**src/rtl/pinmux_pkg.sv**
```systemverilog
package pinmux_pkg;

    // register kind, taken from the upper address bits
    typedef enum logic [1:0] {
        KIND_MODE  = 2'd0,
        KIND_IDATA = 2'd1,
        KIND_ODATA = 2'd2,
        KIND_DIR   = 2'd3
    } reg_kind_e;

    localparam int KIND_W = 2;

endpackage

```
**src/rtl/pinmux_sync.sv**
```systemverilog
module pinmux_sync #(
    parameter int WIDTH  = 32,
    parameter int STAGES = 2
) (
    input  logic             clk,
    input  logic             rst_n,
    input  logic [WIDTH-1:0] async_in,
    output logic [WIDTH-1:0] sync_out
);

    logic [WIDTH-1:0] stage_q [STAGES];

    always_ff @(posedge clk or negedge rst_n) begin
        if (!rst_n) stage_q[0] <= '0;
        else        stage_q[0] <= async_in;
    end

    for (genvar s = 1; s < STAGES; s++) begin : g_stage
        always_ff @(posedge clk or negedge rst_n) begin
            if (!rst_n) stage_q[s] <= '0;
            else        stage_q[s] <= stage_q[s-1];
        end
    end

    assign sync_out = stage_q[STAGES-1];

endmodule

```
**src/rtl/pinmux_regs.sv**
```systemverilog
module pinmux_regs
    import pinmux_pkg::*;
#(
    parameter int BANKS  = 2,
    parameter int BANK_W = 16,
    parameter int BSEL_W = 1
) (
    input  logic                    clk,
    input  logic                    rst_n,
    input  logic                    we,
    input  reg_kind_e               kind,
    input  logic [BSEL_W-1:0]       bank,
    input  logic [BANK_W-1:0]       wdata,
    input  logic [BANKS*BANK_W-1:0] idata,
    output logic [BANK_W-1:0]       rdata,
    output logic [BANKS*BANK_W-1:0] mode_q,
    output logic [BANKS*BANK_W-1:0] odata_q,
    output logic [BANKS*BANK_W-1:0] dir_q
);

    for (genvar b = 0; b < BANKS; b++) begin : g_bank
        logic hit;
        assign hit = we && (int'(bank) == b);

        always_ff @(posedge clk or negedge rst_n) begin
            if (!rst_n) begin
                mode_q [b*BANK_W +: BANK_W] <= '1;
                odata_q[b*BANK_W +: BANK_W] <= '0;
                dir_q  [b*BANK_W +: BANK_W] <= '0;
            end else if (hit) begin
                unique case (kind)
                    KIND_MODE:  mode_q [b*BANK_W +: BANK_W] <= wdata;
                    KIND_ODATA: odata_q[b*BANK_W +: BANK_W] <= wdata;
                    KIND_DIR:   dir_q  [b*BANK_W +: BANK_W] <= wdata;
                    default:    ;   // input data is read-only
                endcase
            end
        end
    end

    always_comb begin
        rdata = '0;
        if (int'(bank) < BANKS) begin
            unique case (kind)
                KIND_MODE:  rdata = mode_q [int'(bank)*BANK_W +: BANK_W];
                KIND_IDATA: rdata = idata  [int'(bank)*BANK_W +: BANK_W];
                KIND_ODATA: rdata = odata_q[int'(bank)*BANK_W +: BANK_W];
                KIND_DIR:   rdata = dir_q  [int'(bank)*BANK_W +: BANK_W];
                default:    rdata = '0;
            endcase
        end
    end

endmodule

```
**src/rtl/pinmux_route.sv**
```systemverilog
module pinmux_route #(
    parameter int                PINS       = 32,
    parameter logic [PINS-1:0]   IDLE_LEVEL = '0
) (
    input  logic [PINS-1:0] mode,
    input  logic [PINS-1:0] odata,
    input  logic [PINS-1:0] dir,
    input  logic [PINS-1:0] pad_in,
    input  logic [PINS-1:0] per_out,
    input  logic [PINS-1:0] per_oe,
    output logic [PINS-1:0] pad_out,
    output logic [PINS-1:0] pad_oe,
    output logic [PINS-1:0] per_in
);

    for (genvar i = 0; i < PINS; i++) begin : g_pin
        // mode 1: peripheral owns the pin, mode 0: GPIO owns it
        assign pad_out[i] = mode[i] ? per_out[i] : odata[i];
        assign pad_oe[i]  = mode[i] ? per_oe[i]  : dir[i];
        assign per_in[i]  = mode[i] ? pad_in[i]  : IDLE_LEVEL[i];
    end

endmodule

```
**src/rtl/pinmux_top.sv**
```systemverilog
module pinmux_top
    import pinmux_pkg::*;
#(
    parameter int BANKS  = 2,
    parameter int BANK_W = 16,
    parameter int SYNC_STAGES = 2,
    localparam int BSEL_W = (BANKS > 1) ? $clog2(BANKS) : 1,
    localparam int ADDR_W = KIND_W + BSEL_W,
    localparam int PINS   = BANKS * BANK_W,
    // idle levels: bank0 NAND ready at pin 8, bank1 SPI pins 0..3 and UART rx pin 5
    parameter logic [PINS-1:0] IDLE_LEVEL = PINS'(32'h002F_0100)
) (
    input  logic              clk,
    input  logic              rst_n,
    input  logic              reg_we,
    input  logic [ADDR_W-1:0] reg_addr,
    input  logic [BANK_W-1:0] reg_wdata,
    output logic [BANK_W-1:0] reg_rdata,
    input  logic [PINS-1:0]   pad_in,
    output logic [PINS-1:0]   pad_out,
    output logic [PINS-1:0]   pad_oe,
    input  logic [PINS-1:0]   per_out,
    input  logic [PINS-1:0]   per_oe,
    output logic [PINS-1:0]   per_in
);

    reg_kind_e         acc_kind;
    logic [BSEL_W-1:0] acc_bank;
    logic [PINS-1:0]   mode_q;
    logic [PINS-1:0]   odata_q;
    logic [PINS-1:0]   dir_q;
    logic [PINS-1:0]   idata_q;

    assign acc_kind = reg_kind_e'(reg_addr[ADDR_W-1 -: KIND_W]);
    assign acc_bank = reg_addr[BSEL_W-1:0];

    pinmux_sync #(.WIDTH(PINS), .STAGES(SYNC_STAGES)) u_sync (
        .clk      (clk),
        .rst_n    (rst_n),
        .async_in (pad_in),
        .sync_out (idata_q)
    );

    pinmux_regs #(.BANKS(BANKS), .BANK_W(BANK_W), .BSEL_W(BSEL_W)) u_regs (
        .clk     (clk),
        .rst_n   (rst_n),
        .we      (reg_we),
        .kind    (acc_kind),
        .bank    (acc_bank),
        .wdata   (reg_wdata),
        .idata   (idata_q),
        .rdata   (reg_rdata),
        .mode_q  (mode_q),
        .odata_q (odata_q),
        .dir_q   (dir_q)
    );

    pinmux_route #(.PINS(PINS), .IDLE_LEVEL(IDLE_LEVEL)) u_route (
        .mode    (mode_q),
        .odata   (odata_q),
        .dir     (dir_q),
        .pad_in  (pad_in),
        .per_out (per_out),
        .per_oe  (per_oe),
        .pad_out (pad_out),
        .pad_oe  (pad_oe),
        .per_in  (per_in)
    );

endmodule

```
**config.mk**
```make
export PLATFORM = sky130hd
export DESIGN_NAME = pinmux_top
export DESIGN_NICKNAME = d
export VERILOG_FILES = /design/src/rtl/pinmux_pkg.sv /design/src/rtl/pinmux_sync.sv /design/src/rtl/pinmux_regs.sv /design/src/rtl/pinmux_route.sv /design/src/rtl/pinmux_top.sv
export SDC_FILE = /design/constraint.sdc
export NUM_CORES = 1
export LEC_CHECK = 0
export BUFFER_PORTS_ARGS = -buffer_cell sky130_fd_sc_hd__buf_2
export CORE_UTILIZATION = 55
export CTS_CLUSTER_SIZE = 20
export DETAILED_ROUTE_END_ITERATION = 12
export PLACE_DENSITY = 0.87
export SYNTH_ARGS = -nofsm -noshare
export SYNTH_HDL_FRONTEND = slang
export SYNTH_SLANG_ARGS = --single-unit
```
**constraint.sdc**
```tcl
create_clock -name clk -period 3.14 [get_ports clk]
set_input_delay 0.157 -clock clk [delete_from_list [all_inputs] [get_ports clk]]
set_output_delay 0.157 -clock clk [all_outputs]
set_load 0.01 [all_outputs]
```
# Word-level counts from Yosys, hierarchy flattened
# Cells that the tools add are included.
classes:
  div: 0
  addsub: 0
  reduce_logical: 9
  multipliers: 0
  shifts: 4
  n_bitwise: 1
  muxes: 97
  eq_ne: 3
  magnitude_cmp: 0
op_table:
  columns: ["operator", "count"]
  rows:
  - ["$shiftx A32 B6 Y16", 4]
  - ["$mux W1", 96]
  - ["$pmux W16 S4", 1]
  - ["$reduce_and A2 Y1", 6]
  - ["$eq A2 B2 Y1 const B", 2]
  - ["$eq A2 B1 Y1 const B", 1]
  - ["$logic_and A1 B1 Y1", 2]
  - ["$logic_not A2 Y1", 1]
  - ["$not A1 Y1", 1]
word_totals:
  mem_bits_rw: 0
  out_inout_bits: 112
  romBits: 0
  elab_cells: 122
  inputBits: 118
  mem_count: 0
  ff_bits: 160
  latchBits: 0

# Logic depth before layout (Yosys ltp)
logic_depth:
  word_depth: 3
  ltp_mapped: 5

# Modules after synthesis
# Synthesis repeated with hierarchy kept, for this count alone.
hier_totals:
  cells_unflattened: 457
  area_unflattened_um2: 7661.1
modules_own_cells:
  columns: ["mod", "instances", "cells_each", "area_per_inst_um2"]
  rows:
  - ["pinmux_regs", 1, 265, 4783.3]
  - ["pinmux_sync", 1, 96, 1841.8]
  - ["pinmux_route", 1, 96, 1036.0]

# Worst setup path after synthesis
# Ideal clock, no wire load.
synth_path:
  path_kind: "input -> output"
  start: "input port reg_addr[0]"
  end: "output port reg_rdata[3]"
  setup_slack_ns: 1.705
  required_ns: 2.983
  arrival_ns: 1.278
  stages: 4
  path_buffers: 2
  path_cell_list: "buf_6 -> buf_6 -> mux4_1 -> mux2_2"
synth_between:
  elab_chain_cells: 2
synth_lines:
  columns: ["element", "line", "text"]
  rows:
  - ["start: declaration", "pinmux_top.sv:16", "input logic [ADDR_W-1:0] reg_addr,"]
  - ["$shiftx A32 B6 Y16, on equally long branches", null, null]
  - ["$pmux W16 S4 *", "pinmux_regs.sv:44", "unique case (kind)"]
  - ["end: declaration", "pinmux_top.sv:18", "output logic [BANK_W-1:0] reg_rdata,"]
# Every way passes the cells marked *; elsewhere a longest branch is shown, timed or not.

# Final worst setup path
layout_path:
  start: "input port reg_addr[0]"
  end: "output port reg_rdata[9]"
# The elaborated chain is that of the path after synthesis.

==> impl_metrics.csv <==
group,metric,value,unit
run_status,outcome,"completed",
route,wl_per_cell,20.1,um
sta,max-slew-margin-rel,17.6,%
logic_synthesis,synth_cells,425,
clocking,ctsRootBufferMaster,"clkbuf_16",
final_layout,fillers,788,
floorplanning,initial_core_util,57.0,%
global_route,grt_util_all_layers,27.1,%
setup_path,cp.depth,4,
sta,holdWs,0.0371,ns
clocking,cts_sinks,160,
route,wirelength_met1,7550,um
floorplanning,core_area,12800,um2
sta,fin_crit,2.35,ns
floorplanning,die_w,117,um
global_route,antenna_found_initial,0,
final_layout,final_common_cell,"buf_2",
setup_path,crit_chain,"buf_2 > mux4_1 > mux2_2 > buf_2",
global_route,grt_max_degree,71,
logic_synthesis,ys_seq_area_share,55.6,%
logic_synthesis,syn_area,7280,um2
flow_run,cap_viol_max_count,0,
global_route,grt_first_pass_wirelength,26700,um
clocking,cts-htree-levels,4,
clocking,clockBufferDepth,2,
setup_path,worst_path_dominant_cell_family,"buffers and inverters",
setup_path,r2r-end,"u_regs.mode_q[31]",
clocking,post_cts_buffers,0,
setup_path,critical_path_arrival,2.19,ns
setup_path,crit_path_frequent_cell,"buf_2",
global_route,grt_pass1_vias,4994,
clocking,clk-insertion-delay-late,0.42,ns
setup_path,r2r_start,"u_regs.mode_q[31]",
global_route,gr-total-overflow,0,
sta,worst_slew_pin_slew,1.24,ns
setup_path,crit_buf_inv,2,
place,place.gp.congestion,0.769,
place,dpl.cell_count,813,
setup_path,cpPeakStageDelay,0.91,ns
final_layout,drive_gt1_share,69.1,%
final_layout,final_cell_mix,"buf_2 (228), mux2_2 (176), dfrtp_1 (128)",
route,ant_nets,0,
floorplanning,row_count,41,
sta,hold_viol_final,0,
final_layout,final_area,9500,um2
setup_path,r2r_setup_slack,2.31,ns
route,dr_wl_met3,1030,um
place,dp_hpwl,11500,um
sta,period_share,74.7,%
sta,rsz0062_at_grt,"false",
setup_path,cp_max_fo,37,
logic_synthesis,yosysUniqueCellTypes,17,
setup_path,worstSetupPathType,"primary input to primary output",
clocking,cts_tree,"built",
sta,finalMaxSlewViolations,0,
route,totalWireLength,17700,um
route,wl_met2,8800,um
logic_synthesis,synth_seq_cells,160,
final_layout,design.final.nets,811,
floorplanning,fp.dieH,117,um
route,vias_per_cell,5.46,
sta,skew,0.00669,ns
setup_path,critPathLaunchType,"primary input",
logic_synthesis,syn_nets,543,
min_path,min_path_type,"primary input to register",
route,drc_errors,0,
setup_path,reg2reg_depth,1,
power,power_density,667,nW/um2
sta,tns,0,ns
floorplanning,die-area,13700,um2
place,placed_area,8570,um2
power,p_total,6.34,mW
route,drt-pass1-iter-count,4,
setup_path,endpoint,"reg_rdata[9]",
floorplanning,ioPinCount,230,
final_layout,final_cells,879,
logic_synthesis,syn_area_per_cell,17.1,um2
clocking,numCtsBuffers,17,
final_layout,area_growth_syn_to_layout,30.5,%
logic_synthesis,synth-warning-count,0,
setup_path,worst_ep_required_time,2.98,ns
setup_path,crit_path_top_delay_cell,"buf_2",
route,dr_total_vias,4796,
power,power_leakage,4.41,nW
place,port_buffers,229,
sta,max_clock_freq,426,MHz
setup_path,startpoint,"reg_addr[0]",
clocking,clk_pin_slew,0.06,ns
route,drt_iter0_markers,208,
power,ir_worst_vdd,0.413,mV
route,topRoutingLayerUsed,"met4",
setup_path,worstSetupEndpointType,"primary output",
sta,finalSetupViolations,0,
logic make-up after synthesis:
| kind of cell | Yosys count | share of synthesized area (%) |
|---|---|---|
| buf+inv | 19 | 1.89 |
| flops | 160 | 55.6 |
| mux | 208 | 38.3 |
| simple gates | 38 | 4.25 |
power breakdown:
group	switching, mW	leakage [nW]	total (mW)	internal, mW
combinational	0.595	2.27	1.49	0.898
clock	0.796	0.289	2.08	1.28
sequential	0.310	1.85	2.76	2.45
cell usage after synthesis:
library cell	n	share of area, %
nand2b_1	6	0.52
nand4b_4	1	0.33
mux2_2	176	27
mux4_1	23	8.3
buf_6	6	0.93
and4bb_2	2	0.34
dfrtp_1	128	44
buf_4	4	0.41
and2_1	26	2.2
buf_2	4	0.28
nor4b_4	1	0.33
clkbuf_1	4	0.21
mux4_2	9	2.8
nand4b_2	1	0.21
dfstp_2	32	12
clkbuf_2	1	0.069
nand4_4	1	0.29
stage by stage:
step | utilization [%] | worst slack [ns]
floorplan | - | 1.70
global placement | 67.1 | 0.861
detailed placement | 67.1 | 0.768
CTS | 74.3 | 0.806
global route | 74.3 | 0.720
finish | 74.4 | 0.794
what timing repair did:
action | 4_1_cts | 5_1_grt
endpoints found under the setup margin | 0 | 0
gates resized for setup | 0 | 0
hold buffers | 33 | 0
endpoints found under the hold margin | 88 | 0
worst min path at each step:
| stage | start | end | slack [ns] | depth (start not counted) |
|---|---|---|---|---|
| detailed placement | rst_n | u_sync.sync_out[1] | 0.20 | 1 |
| floorplan | rst_n | u_regs.dir_q[0] | -0.14 | 0 |
| CTS | reg_wdata[2] | u_regs.mode_q[2] | 0.03 | 2 |
| global placement | rst_n | u_sync.sync_out[1] | 0.19 | 1 |
| global route | reg_wdata[13] | u_regs.mode_q[29] | 0.04 | 2 |
| finish | reg_wdata[13] | u_regs.dir_q[13] | 0.04 | 2 |
routing by layer:
| layer | global-route usage (%) | vias up |
|---|---|---|
| li1 | - | 2146 |
| met1 | 34.8 | 2420 |
| met2 | 45.0 | 205 |
| met3 | 6.49 | 25 |
| met4 | 10.3 | 0 |
| met5 | 0 | - |
layout make-up:
class / instances / area (um2) / share of cell area [%]
Clock inverter: 11 / 138 / 1.45
Tap cell: 172 / 215 / 2.27
Clock buffer: 21 / 460 / 4.85
Sequential cell: 160 / 4040 / 42.6
Timing Repair Buffer: 268 / 1540 / 16.2
Antenna cell: 1 / 2.50 / 0.0263
Multi-Input combinational cell: 246 / 3100 / 32.6
state kept, by name (all words and copies together) (netlist names):
name,cells
u_regs.dir_q,32
u_regs.mode_q,32
u_sync.stage_q,32
u_sync.sync_out,32
u_regs.odata_q,32
Power figures use the tool's default switching activity.
